`src/rtl/cbs_pkg.sv`:
```
package cbs_pkg;

    typedef enum logic [2:0] {
        LD_IDLE,
        LD_INIT,
        LD_PICK,
        LD_OTP,
        LD_EE,
        LD_DONE
    } ld_state_e;

    typedef struct packed {
        logic lock_rise;
        logic sync_hold;
        logic sync_fall;
    } sync_evt_t;

    function automatic int settle_cycles(input int ns, input int mhz);
        return (ns * mhz + 999) / 1000;
    endfunction

endpackage

```
`src/rtl/cbs_rst_sync.sv`:
```
module cbs_rst_sync (
    input  logic clk,
    input  logic por_i,
    input  logic ext_rst_n_i,
    output logic rst_o
);
    logic [1:0] sync_q;
    logic       rst_q;

    always_ff @(posedge clk) begin
        if (por_i) begin
            sync_q <= 2'b00;
        end else begin
            sync_q <= {sync_q[0], ext_rst_n_i};
        end
        rst_q <= por_i | ~sync_q[1];
    end

    assign rst_o = rst_q;

    // a power-on reset always forces the core reset on the next edge
    a_r1_por_holds_reset: assert property (@(posedge clk) por_i |=> rst_o);

endmodule

```
`src/rtl/cbs_loader.sv`:
```
module cbs_loader
    import cbs_pkg::*;
#(
    parameter int N_REGS     = 8,
    parameter int W          = 8,
    parameter int N_INIT     = 2,
    parameter int SEL_WORD   = 1,
    parameter int SEL_BIT    = 0,
    parameter int WIN_WORD   = 7,
    parameter int WIN_DEF    = 88,
    parameter int EE_TIMEOUT = 100,
    localparam int AW = $clog2(N_REGS),
    localparam int TW = $clog2(EE_TIMEOUT + 1)
) (
    input  logic              clk,
    input  logic              rst_i,
    output logic              otp_req_o,
    output logic [AW-1:0]     otp_addr_o,
    input  logic              otp_ack_i,
    input  logic [W-1:0]      otp_data_i,
    output logic              ee_req_o,
    output logic [AW-1:0]     ee_addr_o,
    input  logic              ee_ack_i,
    input  logic [W-1:0]      ee_data_i,
    input  logic              ee_err_i,
    input  logic              host_valid_i,
    input  logic              host_write_i,
    input  logic [AW-1:0]     host_addr_i,
    input  logic [W-1:0]      host_wdata_i,
    output logic              host_ack_o,
    output logic [W-1:0]      host_rdata_o,
    output logic [N_REGS*W-1:0] cfg_o,
    output logic [W-1:0]      win_o,
    output logic              done_o,
    output logic              err_o
);
    localparam logic [AW-1:0] LAST_INIT = AW'(N_INIT - 1);
    localparam logic [AW-1:0] LAST_WORD = AW'(N_REGS - 1);
    localparam logic [AW-1:0] FIRST_REST = AW'(N_INIT);
    localparam logic [TW-1:0] TMO_LAST  = TW'(EE_TIMEOUT - 1);

    ld_state_e         state_q;
    logic [AW-1:0]     idx_q;
    logic [TW-1:0]     tmo_q;
    logic [W-1:0]      regs_q [N_REGS];
    logic              err_q;
    logic              ack_q;
    logic [W-1:0]      rdata_q;

    logic              otp_take;
    logic              ee_take;
    logic              ee_fail;
    logic              done;
    logic              host_wr;

    assign otp_req_o  = (state_q == LD_INIT) || (state_q == LD_OTP);
    assign ee_req_o   = (state_q == LD_EE);
    assign otp_addr_o = idx_q;
    assign ee_addr_o  = idx_q;
    assign otp_take   = otp_req_o && otp_ack_i;
    assign ee_take    = ee_req_o && ee_ack_i && !ee_err_i;
    assign ee_fail    = ee_req_o && ((ee_ack_i && ee_err_i) || (!ee_ack_i && tmo_q == TMO_LAST));
    assign done       = (state_q == LD_DONE);
    assign host_wr    = done && host_valid_i && host_write_i;

    // sequencing of the two load phases
    always_ff @(posedge clk) begin
        if (rst_i) begin
            state_q <= LD_IDLE;
            idx_q   <= '0;
            tmo_q   <= '0;
            err_q   <= 1'b0;
        end else begin
            unique case (state_q)
                LD_IDLE: begin
                    state_q <= LD_INIT;
                    idx_q   <= '0;
                end
                LD_INIT: if (otp_take) begin
                    if (idx_q == LAST_INIT) state_q <= LD_PICK;
                    idx_q <= idx_q + 1'b1;
                end
                LD_PICK: begin
                    idx_q   <= FIRST_REST;
                    tmo_q   <= '0;
                    state_q <= regs_q[SEL_WORD][SEL_BIT] ? LD_EE : LD_OTP;
                end
                LD_OTP: if (otp_take) begin
                    if (idx_q == LAST_WORD) state_q <= LD_DONE;
                    else                    idx_q   <= idx_q + 1'b1;
                end
                LD_EE: begin
                    if (ee_fail) begin
                        err_q   <= 1'b1;
                        idx_q   <= FIRST_REST;
                        state_q <= LD_OTP;
                    end else if (ee_take) begin
                        tmo_q <= '0;
                        if (idx_q == LAST_WORD) state_q <= LD_DONE;
                        else                    idx_q   <= idx_q + 1'b1;
                    end else begin
                        tmo_q <= tmo_q + 1'b1;
                    end
                end
                LD_DONE: state_q <= LD_DONE;
                default: state_q <= LD_IDLE;
            endcase
        end
    end

    // register file: defaults, loader writes, host writes
    always_ff @(posedge clk) begin
        if (rst_i) begin
            for (int i = 0; i < N_REGS; i++) begin
                regs_q[i] <= (i == WIN_WORD) ? W'(WIN_DEF) : '0;
            end
        end else if (otp_take) begin
            regs_q[idx_q] <= otp_data_i;
        end else if (ee_take) begin
            regs_q[idx_q] <= ee_data_i;
        end else if (host_wr) begin
            regs_q[host_addr_i] <= host_wdata_i;
        end
    end

    // host port, closed until loading completes
    always_ff @(posedge clk) begin
        if (rst_i) begin
            ack_q   <= 1'b0;
            rdata_q <= '0;
        end else begin
            ack_q <= host_valid_i && done;
            if (host_valid_i && done && !host_write_i) rdata_q <= regs_q[host_addr_i];
        end
    end

    for (genvar g = 0; g < N_REGS; g++) begin : g_cfg
        assign cfg_o[g*W +: W] = regs_q[g];
    end

    assign win_o        = regs_q[WIN_WORD];
    assign done_o       = done;
    assign err_o        = err_q;
    assign host_ack_o   = ack_q;
    assign host_rdata_o = rdata_q;

    // never both sources at once
    a_r4_one_source: assert property (@(posedge clk) disable iff (rst_i)
        !(otp_req_o && ee_req_o));
    // wait counter never passes its limit
    a_r6_tmo_bound: assert property (@(posedge clk) disable iff (rst_i)
        tmo_q <= TMO_LAST);
    // error flag is sticky until reset
    a_r6_err_sticky: assert property (@(posedge clk) disable iff (rst_i)
        err_o |=> err_o);
    // host access before completion is never acknowledged
    a_r7_host_blocked: assert property (@(posedge clk) disable iff (rst_i)
        (host_valid_i && !done_o) |=> !host_ack_o);
    // completion is permanent until reset
    a_r8_done_sticky: assert property (@(posedge clk) disable iff (rst_i)
        done_o |=> done_o);

endmodule

```
`src/rtl/cbs_resync.sv`:
```
module cbs_resync
    import cbs_pkg::*;
#(
    parameter int W = 8
) (
    input  logic         clk,
    input  logic         rst_i,
    input  logic         run_i,
    input  logic         lock_i,
    input  logic         sync_i,
    input  logic [W-1:0] win_i,
    output logic         unstable_o
);
    sync_evt_t    ev;
    logic         lock_q;
    logic         sync_q;
    logic [W-1:0] cnt_q;

    always_comb begin
        ev.lock_rise = lock_i & ~lock_q;
        ev.sync_hold = sync_i;
        ev.sync_fall = ~sync_i & sync_q;
    end

    always_ff @(posedge clk) begin
        if (rst_i || !run_i) begin
            lock_q <= 1'b0;
            sync_q <= 1'b0;
            cnt_q  <= '0;
        end else begin
            lock_q <= lock_i;
            sync_q <= sync_i;
            if (|ev)              cnt_q <= win_i;
            else if (cnt_q != '0) cnt_q <= cnt_q - 1'b1;
        end
    end

    assign unstable_o = (cnt_q != '0);

    // a lock edge opens the window
    a_r9_lock_opens_window: assert property (@(posedge clk) disable iff (rst_i || !run_i)
        ($rose(lock_i) && win_i != '0) |=> unstable_o);
    // a held resync request keeps the outputs flagged
    a_r10_sync_holds_window: assert property (@(posedge clk) disable iff (rst_i || !run_i)
        (sync_i && win_i != '0) |=> unstable_o);

endmodule

```
`src/rtl/cfg_boot_seq.sv`:
```
module cfg_boot_seq
    import cbs_pkg::*;
#(
    parameter int N_REGS     = 8,
    parameter int W          = 8,
    parameter int N_INIT     = 2,
    parameter int SEL_WORD   = 1,
    parameter int SEL_BIT    = 0,
    parameter int WIN_WORD   = 7,
    parameter int EE_TIMEOUT = 100,
    parameter int N_PLL      = 2,
    parameter int CLK_MHZ    = 250,
    parameter int SETTLE_NS  = 350,
    localparam int AW = $clog2(N_REGS),
    localparam int WIN_DEF = settle_cycles(SETTLE_NS, CLK_MHZ)
) (
    input  logic                clk,
    input  logic                por_i,
    input  logic                ext_rst_n_i,
    output logic                otp_req_o,
    output logic [AW-1:0]       otp_addr_o,
    input  logic                otp_ack_i,
    input  logic [W-1:0]        otp_data_i,
    output logic                ee_req_o,
    output logic [AW-1:0]       ee_addr_o,
    input  logic                ee_ack_i,
    input  logic [W-1:0]        ee_data_i,
    input  logic                ee_err_i,
    input  logic                host_valid_i,
    input  logic                host_write_i,
    input  logic [AW-1:0]       host_addr_i,
    input  logic [W-1:0]        host_wdata_i,
    output logic                host_ack_o,
    output logic [W-1:0]        host_rdata_o,
    output logic [N_REGS*W-1:0] cfg_o,
    output logic                run_o,
    output logic                boot_err_o,
    input  logic [N_PLL-1:0]    pll_lock_i,
    input  logic [N_PLL-1:0]    man_sync_i,
    output logic [N_PLL-1:0]    unstable_o
);
    logic         core_rst;
    logic         done;
    logic [W-1:0] win;

    cbs_rst_sync u_rst (
        .clk         (clk),
        .por_i       (por_i),
        .ext_rst_n_i (ext_rst_n_i),
        .rst_o       (core_rst)
    );

    cbs_loader #(
        .N_REGS     (N_REGS),
        .W          (W),
        .N_INIT     (N_INIT),
        .SEL_WORD   (SEL_WORD),
        .SEL_BIT    (SEL_BIT),
        .WIN_WORD   (WIN_WORD),
        .WIN_DEF    (WIN_DEF),
        .EE_TIMEOUT (EE_TIMEOUT)
    ) u_load (
        .clk          (clk),
        .rst_i        (core_rst),
        .otp_req_o    (otp_req_o),
        .otp_addr_o   (otp_addr_o),
        .otp_ack_i    (otp_ack_i),
        .otp_data_i   (otp_data_i),
        .ee_req_o     (ee_req_o),
        .ee_addr_o    (ee_addr_o),
        .ee_ack_i     (ee_ack_i),
        .ee_data_i    (ee_data_i),
        .ee_err_i     (ee_err_i),
        .host_valid_i (host_valid_i),
        .host_write_i (host_write_i),
        .host_addr_i  (host_addr_i),
        .host_wdata_i (host_wdata_i),
        .host_ack_o   (host_ack_o),
        .host_rdata_o (host_rdata_o),
        .cfg_o        (cfg_o),
        .win_o        (win),
        .done_o       (done),
        .err_o        (boot_err_o)
    );

    assign run_o = done;

    for (genvar p = 0; p < N_PLL; p++) begin : g_pll
        cbs_resync #(.W(W)) u_resync (
            .clk        (clk),
            .rst_i      (core_rst),
            .run_i      (done),
            .lock_i     (pll_lock_i[p]),
            .sync_i     (man_sync_i[p]),
            .win_i      (win),
            .unstable_o (unstable_o[p])
        );
    end

    // while reset is held over two edges, nothing runs
    a_r2_no_run_in_reset: assert property (@(posedge clk) disable iff (!core_rst)
        $past(core_rst) |-> !run_o && !host_ack_o);

endmodule

```
`config.mk`:
```
export PLATFORM = sky130hd
export DESIGN_NAME = cfg_boot_seq
export DESIGN_NICKNAME = d
export VERILOG_FILES = /design/src/rtl/cbs_pkg.sv /design/src/rtl/cbs_rst_sync.sv /design/src/rtl/cbs_loader.sv /design/src/rtl/cbs_resync.sv /design/src/rtl/cfg_boot_seq.sv
export SDC_FILE = /design/constraint.sdc
export NUM_CORES = 1
export LEC_CHECK = 0
export BUFFER_PORTS_ARGS = -buffer_cell sky130_fd_sc_hd__buf_2
export CAP_MARGIN = 15
export CORE_MARGIN = 2
export CORE_UTILIZATION = 38
export DETAILED_ROUTE_END_ITERATION = 12
export SLEW_MARGIN = 20
export SYNTH_ARGS = -nofsm -noshare
export SYNTH_HDL_FRONTEND = slang
export SYNTH_SLANG_ARGS = --single-unit
```
`constraint.sdc`:
```
create_clock -name clk -period 4.3 [get_ports clk]
set_clock_uncertainty 0.1 [all_clocks]
set_input_delay 0 -clock clk [delete_from_list [all_inputs] [get_ports clk]]
set_output_delay 0 -clock clk [all_outputs]
set_load 0.01 [all_outputs]
```
==> impl_metrics.json, run 1 <==
{
  "p_comb_share_pct": 6.9,
  "clk_pin_slew_ps": 80,
  "synth-seq-area-share_pct": 50.9,
  "syn_inst": 513,
  "nNetsFinal": 687,
  "synth_top_area_cell": "edfxtp_1",
  "status": "finished, final reports clean",
  "required_ps": 4220,
  "synth_cell_type_count": 59,
  "ctsHoldBuffers": 16,
  "dieArea_sq_um": 15700,
  "p_switching_w": 0.000522,
  "clkSinkCount": 110,
  "synth-edff-count": 64,
  "row_count": 44,
  "ys_seq_elements": 110,
  "postCtsSetupBuffers": 0,
  "rsz0062_at_grt": "no",
  "period_minus_slack_ps": 2830,
  "async_reset_ff_share_pct": 0,
  "maxSlewHeadroom_pct": 40.7,
  "drive_gt1_share_pct": 29.4,
  "setup_viol": 0,
  "power_w": 0.00212,
  "setup_ws_ps": 1470,
  "wire_per_inst_um": 18.6,
  "drv_cap": 0,
  "r2r_slack_ps": 1470,
  "yosysTopAreaCellShare_pct": 34.4,
  "drtIter0Drc": 256,
  "cp_max_fo": 14,
  "grt_overflow": 0,
  "cp_slowest_stage_delay_ps": 560,
  "cts_tree": "built",
  "drt_wl_total_um": 15400,
  "viasPerCell": 5.33,
  "grt_max_degree": 25,
  "vias": 4422,
  "post_cts_resized": 0,
  "hold_viol_final": 0,
  "drc_errors": 0,
  "grt_pass1_wl_um": 23900,
  "syn_to_final_growth_pct": 21.4,
  "post-place-ws_ps": 1530,
  "antenna_found_initial": 0,
  "setup_tns_ps": 0,
  "postSynthAreaPerCell_sq_um": 10.9,
  "hold_path_class": "in2reg",
  "io_pins": 124,
  "path_delay_family": "simple AND/OR/NAND/NOR gates",
  "io_buffers": 123,
  "leakagePower_nw": 2.81,
  "mostFrequentLayoutCell": "buf_2",
  "core-area_sq_um": 14400,
  "layout.cells.non_filler": 830,
  "antenna_cells": 0,
  "root_buffer": "clkbuf_16",
  "place_hpwl_um": 11300,
  "swShare_pct": 24.6,
  "die_h_um": 125,
  "cts_made_buffers": 9,
  "synthFlopType": "edfxtp_1",
  "antenna_left": 0,
  "synth_area_leaders": "edfxtp_1 (34%), dfxtp_1 (16%), mux4_2 (6.5%)",
  "htreeDepth": 3,
  "worstMarginPinSlew_ps": 890,
  "timing.final.crit_share_pct": 65.7,
  "ir_worst_vdd_v": 0.000210,
  "end_kind": "flip-flop",
  "crit_type": "reg2reg",
  "mappedNetlistArea_sq_um": 5580,
  "cpMaxStageDelayCell": "dfxtp_1",
  "cp_num_buf_inv": 1,
  "clkPwrFrac_pct": 39.7,
  "final_cell_mix": "buf_2 (123), nor2_1 (89), edfxtp_1 (64)",
  "p_int_w": 0.00160,
  "worstPathArrival_ps": 2750,
  "dieWidth_um": 125,
  "power.density_nw_per_um2": 313,
  "p_seq_share_pct": 53.4,
  "gp_congestion": 0.875,
  "initial_core_util_pct": 38.7,
  "dp.cells": 798,
  "drv_slew": 0,
  "startpoint_type": "flip-flop",
  "fmax_ghz": 0.354,
  "grt_pass1_vias": 4368,
  "syn-num-nets": 559,
  "firstDrtPassIters": 4,
  "clkLatencyLatePin_ps": 360,
  "ys_warn_count": 0,
  "grt_usage_pct": 19.6,
  "clock_path_buffers": 2,
  "crit_chain": "nor2b_2 -> nand2b_2 -> inv_2 -> a21oi_1 -> nor3_1 -> a22oi_2 -> nand2b_1"
}
-- sequential cells by signal (all words and copies together) (netlist names), 2 cells and up --
name,flops
u_load.tmo_q,7
g_pll.u_resync.sync_q,2
u_load.regs_q,64
g_pll.u_resync.cnt_q,16
u_rst.sync_q,2
u_load.state_q,3
g_pll.u_resync.lock_q,2
u_load.ee_addr_o,3
u_load.host_rdata_o,8
-- worst min-delay path, delay by kind of cell --
family,cells,cell delay (ps)
compound gates,3,340
buf+inv,1,150
-- cells by family after synthesis --
group / after synthesis / share of synthesized area [%]
and+or+nand+nor: 207 / 18.1
xor gates and xnor gates: 9 / 1.41
muxes: 44 / 13.5
buffers and inverters: 42 / 3.50
adders and majority gates: 7 / 1.57
AOI/OAI and AO/OA: 94 / 11.1
DFF: 110 / 50.9
-- final cells by class --
class	count	area [sq um]
Clock buffer	9	225
Tap cell	184	230
Inverter	17	63.8
Timing Repair Buffer	142	798
Multi-Input combinational cell	361	2540
Sequential cell	110	2840
Fill cell	1360	7650
Clock inverter	7	71.3
-- synthesized netlist by cell type (10+ instances only) --
cell type / number
mux4_2: 16
edfxtp_1: 64
clkbuf_1: 10
nor2b_1: 13
nand2_1: 32
o21ai_0: 26
a21oi_1: 26
inv_1: 16
nor3_1: 11
dfxtp_1: 46
nand2b_1: 20
nor2_1: 89
mux2i_1: 12
-- per-stage QoR --
step | utilization, % | area (sq um) | hold slack [ps]
floorplan | - | 5580 | -28.4
global placement | 43.8 | 6320 | 85.3
detailed placement | 43.8 | 6320 | 89.5
CTS | 47.0 | 6780 | 48.7
global route | 47.0 | 6780 | 70.3
finish | 47.0 | 6780 | 62.7
-- power groups by stage --
stage	Sequential [W]	Combinational, W	Clock, W
global placement	0.00116	0.000133	0
global route	0.00114	0.000157	0.000894
finish	0.00113	0.000146	0.000842
CTS	0.00113	0.000146	0.000861
detailed placement	0.00116	0.000134	0
floorplan	0.00116	0.0000705	0
-- layer usage --
layer	track usage, %	wire [um]	up-vias	share of wire (%)
met5	0	0	-	0
met4	5.82	310	0	2.0
met3	4.15	863	20	5.6
met2	34.6	7790	148	51
met1	24.3	6440	2144	42
li1	-	-	2110	-
-- path summary, 6_finish.rpt --
path	from	end	depth (start not counted)
worst min register to register	u_rst.sync_q[1]	u_rst.rst_o	1
worst max register to register	u_load.state_q[2]	u_load.regs_q[0][1]	7
worst max-delay path	u_load.state_q[2]	u_load.regs_q[0][1]	7
worst min-delay path	ee_ack_i	u_load.state_q[0]	4
Power figures use the tool's default switching activity.
==> run 2, diff against run 1 <==
--- a/config.mk
+++ b/config.mk
@@ -5,6 +5,7 @@
 export SDC_FILE = /design/constraint.sdc
 export NUM_CORES = 1
 export LEC_CHECK = 0
+export ABC_AREA = 1
 export BUFFER_PORTS_ARGS = -buffer_cell sky130_fd_sc_hd__buf_2
 export CAP_MARGIN = 15
 export CORE_MARGIN = 2
==> constraint.sdc (replaced) <==
create_clock -name clk -period 2.42 [get_ports clk]
set_clock_uncertainty 0.1 [all_clocks]
set_input_delay 0 -clock clk [delete_from_list [all_inputs] [get_ports clk]]
set_output_delay 0 -clock clk [all_outputs]
set_load 0.01 [all_outputs]
==> run 2 against run 1 <==
- clock-buffer cell count increased by 4
- first-iteration DRC count increased by 54%
- largest cell class unchanged
- critical endpoint is now u_load.regs_q[3][2]
- combinational power increased by 81%
- largest power group unchanged
- clock power increased by 67%
- utilization decreased by 0.058 points
==> impl_metrics.json, run 2 <==
{
  "status": "finished, final reports clean",
  "cts_made_buffers": 9,
  "largest_reg_flops": 64,
  "worstMarginPinSlew_ps": 469,
  "timing.final.crit_share_pct": 93.5,
  "syn_inst": 691,
  "hold_viol_final": 0,
  "crit_chain": "nand3_4 -> nor2_4 -> nand3_4 -> o21ai_2 -> inv_2 -> nor2_8 -> nand2_4 -> nand2_1",
  "post_cts_resized": 0,
  "startpoint": "u_load.state_q[2]",
  "yosysTopAreaCellShare_pct": 34.3,
  "synth_commonest_cells": "nor2_1 (145), nand2_1 (124), inv_1 (77)",
  "maxSlewHeadroom_pct": 68.5,
  "vias": 4971,
  "syn_to_final_growth_pct": 21.4,
  "mostFrequentLayoutCell": "nor2_1",
  "core-area_sq_um": 14500,
  "postSynthAreaPerCell_sq_um": 8.10,
  "gp_congestion": 0.870,
  "clk_pin_slew_ps": 70,
  "drt_wl_total_um": 16000,
  "grt_usage_pct": 20.3,
  "place_hpwl_um": 11700,
  "grt_pass1_vias": 4647,
  "setup_viol": 0,
  "drive_gt1_share_pct": 22.1,
  "cpMaxStageDelayCell": "dfxtp_1",
  "rr_startpoint": "u_load.state_q[2]",
  "antenna_left": 0,
  "drtIter0Drc": 394,
  "path_delay_family": "simple AND/OR/NAND/NOR gates",
  "placed_area_sq_um": 6420,
  "final_util_pct": 46.9,
  "syn-num-nets": 737,
  "end_kind": "flip-flop",
  "synth_cell_type_count": 40,
  "top_register": "u_load.regs_q",
  "power.density_nw_per_um2": 544,
  "cp_max_fo": 9,
  "grt_pass1_wl_um": 24600,
  "dieArea_sq_um": 15700,
  "synth-edff-count": 64,
  "antenna_cells": 0,
  "worstPathArrival_ps": 2180,
  "cpMostUsedCell": "nand3_4",
  "cts_tree": "built",
  "ctsHoldBuffers": 10,
  "holdCritStartpoint": "host_addr_i[2]",
  "clkLatencyLatePin_ps": 350,
  "synth-seq-area-share_pct": 50.8,
  "ys_seq_elements": 110,
  "mappedNetlistArea_sq_um": 5600,
  "crit_type": "reg2reg",
  "ir_worst_vdd_v": 0.000387,
  "rsz0062_at_grt": "no",
  "firstDrtPassIters": 5,
  "drv_cap": 0,
  "io_buffers": 123,
  "die_h_um": 125,
  "startpoint_type": "flip-flop",
  "grt_overflow": 0,
  "antenna_found_initial": 0,
  "nNetsFinal": 870,
  "io_pins": 124,
  "initial_core_util_pct": 38.6,
  "cp_slowest_stage_delay_ps": 490,
  "period_minus_slack_ps": 2260,
  "synthFlopType": "edfxtp_1",
  "synth_area_leaders": "edfxtp_1 (34%), dfxtp_1 (16%), nor2_1 (9.7%)",
  "r2r_slack_ps": 160,
  "synth_top_area_cell": "edfxtp_1",
  "final_cell_mix": "nor2_1 (145), nand2_1 (124), buf_2 (123)",
  "fmax_ghz": 0.442,
  "grt_max_degree": 34,
  "row_count": 44,
  "dieWidth_um": 125,
  "root_buffer": "clkbuf_16",
  "clkSinkCount": 110,
  "cp_num_buf_inv": 1,
  "htreeDepth": 3,
  "leakagePower_nw": 3.17,
  "postCtsSetupBuffers": 0,
  "clock_path_buffers": 2,
  "synth.most_common_cell": "nor2_1",
  "drv_slew": 0,
  "required_ps": 2340,
  "drc_errors": 0,
  "viasPerCell": 4.91,
  "ys_warn_count": 0,
  "async_reset_ff_share_pct": 0,
  "finalInstanceArea_sq_um": 6790,
  "setup_tns_ps": 0,
  "wire_per_inst_um": 15.8,
  "hold_path_class": "in2reg"
}
[run 2: logic make-up after synthesis]
kind of cell	after synthesis	synth area share (%)
AND/OR/NAND/NOR	324	25.1
AO/OA/AOI/OAI	132	13.4
flip-flops	110	50.8
XOR/XNOR	8	1.25
buffers and inverters	110	7.85
adder cells (fa/ha/maj)	7	1.57
[run 2: final timing paths]
check / cells after the start / to
hold reg to reg: 1 / u_rst.rst_o
hold / removal: 3 / u_load.host_rdata_o[2]
setup / recovery: 8 / u_load.regs_q[3][2]
setup reg to reg: 8 / u_load.regs_q[3][2]
[run 2: through the flow]
step	worst slack [ps]	power (W)	hold slack [ps]	instances
after floorplan	420	0.00219	-28.8	691
after global placement	225	0.00231	93.0	987
after detailed placement	170	0.00231	87.8	987
after CTS	156	0.00372	9.68	1013
after global routing	6.75	0.00381	68.8	1013
final	157	0.00369	33.7	1013
[run 2: tightest hold or removal path: stages]
cell,delay (ps)
buf_2,180
o211ai_1,140
a21oi_1,120
[run 2: per-layer routing]
metal,up-vias,track usage [%],part of all wire (%)
met2,146,32.1,45
met5,-,0,0
met3,21,3.00,5.5
met1,2289,28.6,47
li1,2515,-,-
met4,0,7.06,1.9
[run 2: final cells by class]
class | count | area, sq um
Multi-Input combinational cell | 471 | 2310
Sequential cell | 110 | 2840
Clock buffer | 13 | 254
Inverter | 87 | 327
Tap cell | 184 | 230
Timing Repair Buffer | 145 | 806
Clock inverter | 3 | 20.0
Fill cell | 1447 | 7690
[run 2: power by group]
group          internal, W  switching [W]
sequential         0.00199      0.0000229
combinational    0.0000938       0.000170
clock             0.000739       0.000675
total              0.00282       0.000868
==> run 3, diff against run 2 <==
--- a/config.mk
+++ b/config.mk
@@ -5,9 +5,10 @@
 export SDC_FILE = /design/constraint.sdc
 export NUM_CORES = 1
 export LEC_CHECK = 0
-export ABC_AREA = 1
+export ABC_AREA = 0
 export BUFFER_PORTS_ARGS = -buffer_cell sky130_fd_sc_hd__buf_2
 export CAP_MARGIN = 15
+export CORE_ASPECT_RATIO = 0.75
 export CORE_MARGIN = 2
 export CORE_UTILIZATION = 38
 export DETAILED_ROUTE_END_ITERATION = 12
==> run 3 against run 2 <==
- sequential share of layout area fell by 1.1 points
- combinational power barely moved
- critical path depth fell by 2
==> impl_metrics.json, run 3 (synthesized netlist as in run 1, its figures left out) <==
{
  "power_w": 0.00380,
  "drive_gt1_share_pct": 31.8,
  "fmax_ghz": 0.454,
  "viasPerCell": 5.25,
  "place_hpwl_um": 11600,
  "worstReg2RegEnd": "u_load.tmo_q[6]",
  "period_minus_slack_ps": 2200,
  "io_pins": 124,
  "rr_startpoint": "u_load.tmo_q[0]",
  "crit_type": "reg2reg",
  "drc_errors": 0,
  "nFillCells": 1340,
  "grt_pass1_wl_um": 23500,
  "r2r_slack_ps": 220,
  "firstDrtPassIters": 7,
  "gp_congestion": 0.919,
  "maxSlewHeadroom_pct": 49.7,
  "leakagePower_nw": 2.92,
  "grt_max_degree": 21,
  "antenna_cells": 0,
  "rsz0062_at_grt": "no",
  "initial_core_util_pct": 38.7,
  "power.density_nw_per_um2": 545,
  "clk_pin_slew_ps": 80,
  "htreeDepth": 3,
  "hold_viol_final": 0,
  "startpoint_type": "flip-flop",
  "largest_reg_flops": 64,
  "status": "finished, final reports clean",
  "grt_pass1_vias": 4283,
  "wire_per_inst_um": 17.9,
  "dieWidth_um": 144,
  "top_register": "u_load.regs_q",
  "cp_max_fo": 11,
  "post_cts_resized": 0,
  "timing.final.crit_share_pct": 91.1,
  "drtIter0Drc": 354,
  "syn_to_final_growth_pct": 24.9,
  "grt_overflow": 0,
  "io_buffers": 123,
  "drv_slew": 0,
  "ctsHoldBuffers": 16,
  "final_cell_mix": "buf_2 (123), nor2_1 (89), edfxtp_1 (64)",
  "hold_path_class": "in2reg",
  "cts_made_buffers": 9,
  "grt_usage_pct": 20.2,
  "core-area_sq_um": 14400,
  "row_count": 38,
  "root_buffer": "clkbuf_16",
  "vias": 4558,
  "die_h_um": 109,
  "endpoint": "u_load.tmo_q[6]",
  "worstPathArrival_ps": 2400,
  "antenna_found_initial": 0,
  "mostFrequentLayoutCell": "buf_2",
  "ff2ff_path_depth": 6,
  "setup_tns_ps": 0,
  "cts_tree": "built",
  "nNetsFinal": 710,
  "drt_wl_total_um": 15500,
  "end_kind": "flip-flop",
  "drv_cap": 0,
  "required_ps": 2620,
  "startpoint": "u_load.tmo_q[0]",
  "dieArea_sq_um": 15700,
  "ir_worst_vdd_v": 0.000491,
  "worstMarginPinSlew_ps": 747,
  "clkLatencyLatePin_ps": 360,
  "clkSinkCount": 110,
  "postCtsSetupBuffers": 0,
  "clock_path_buffers": 2,
  "antenna_left": 0,
  "setup_viol": 0
}
run 3: final cells by class:
cell class	instances	area [sq um]	share of cell area [%]
Clock buffer	10	239	3.43
Clock inverter	6	62.6	0.897
Inverter	17	63.8	0.915
Multi-Input combinational cell	361	2540	36.5
Sequential cell	110	2840	40.8
Tap cell	200	250	3.59
Timing Repair Buffer	165	971	13.9
run 3: how the worst min path moves through the flow:
stage / from / end / depth (start not counted)
final: host_addr_i[2] / u_load.host_rdata_o[7] / 3
after global routing: host_addr_i[2] / u_load.host_rdata_o[2] / 3
after CTS: host_addr_i[2] / u_load.host_rdata_o[2] / 3
after detailed placement: por_i / u_rst.sync_q[1] / 2
after global placement: por_i / u_rst.sync_q[0] / 2
after floorplan: por_i / u_rst.sync_q[0] / 1
run 3: worst max-delay path, stage by stage, from the launching register on:
cell and delay (ps):
dfxtp_1 350, ha_1 270, and3b_1 180, a22o_1 260
o21a_1 290, or4_1 530, a21oi_1 140
run 3: layer usage:
layer | part of all wire (%) | GRT usage (%)
met5 | 0 | 0
met4 | 1.7 | 5.53
met3 | 7.3 | 4.83
met2 | 45 | 31.2
met1 | 46 | 28.5
run 3: metrics by stage:
step	util (%)	std cells	area, sq um	setup WS (ps)	hold slack [ps]
6_report	48.4	869	6970	215	61.1
5_1_grt	48.4	869	6970	45.7	89.5
3_5_place_dp	45.2	837	6510	235	94.3
3_3_place_gp	45.2	837	6510	297	86.7
2_1_floorplan	-	513	5580	157	-28.4
4_1_cts	48.4	869	6970	229	41.7
run 3: power breakdown:
part	total (W)	internal, W	switching, W
combinational	0.000262	0.000123	0.000139
clock	0.00153	0.000756	0.000769
sequential	0.00201	0.00199	0.0000202
total	0.00380	0.00287	0.000928
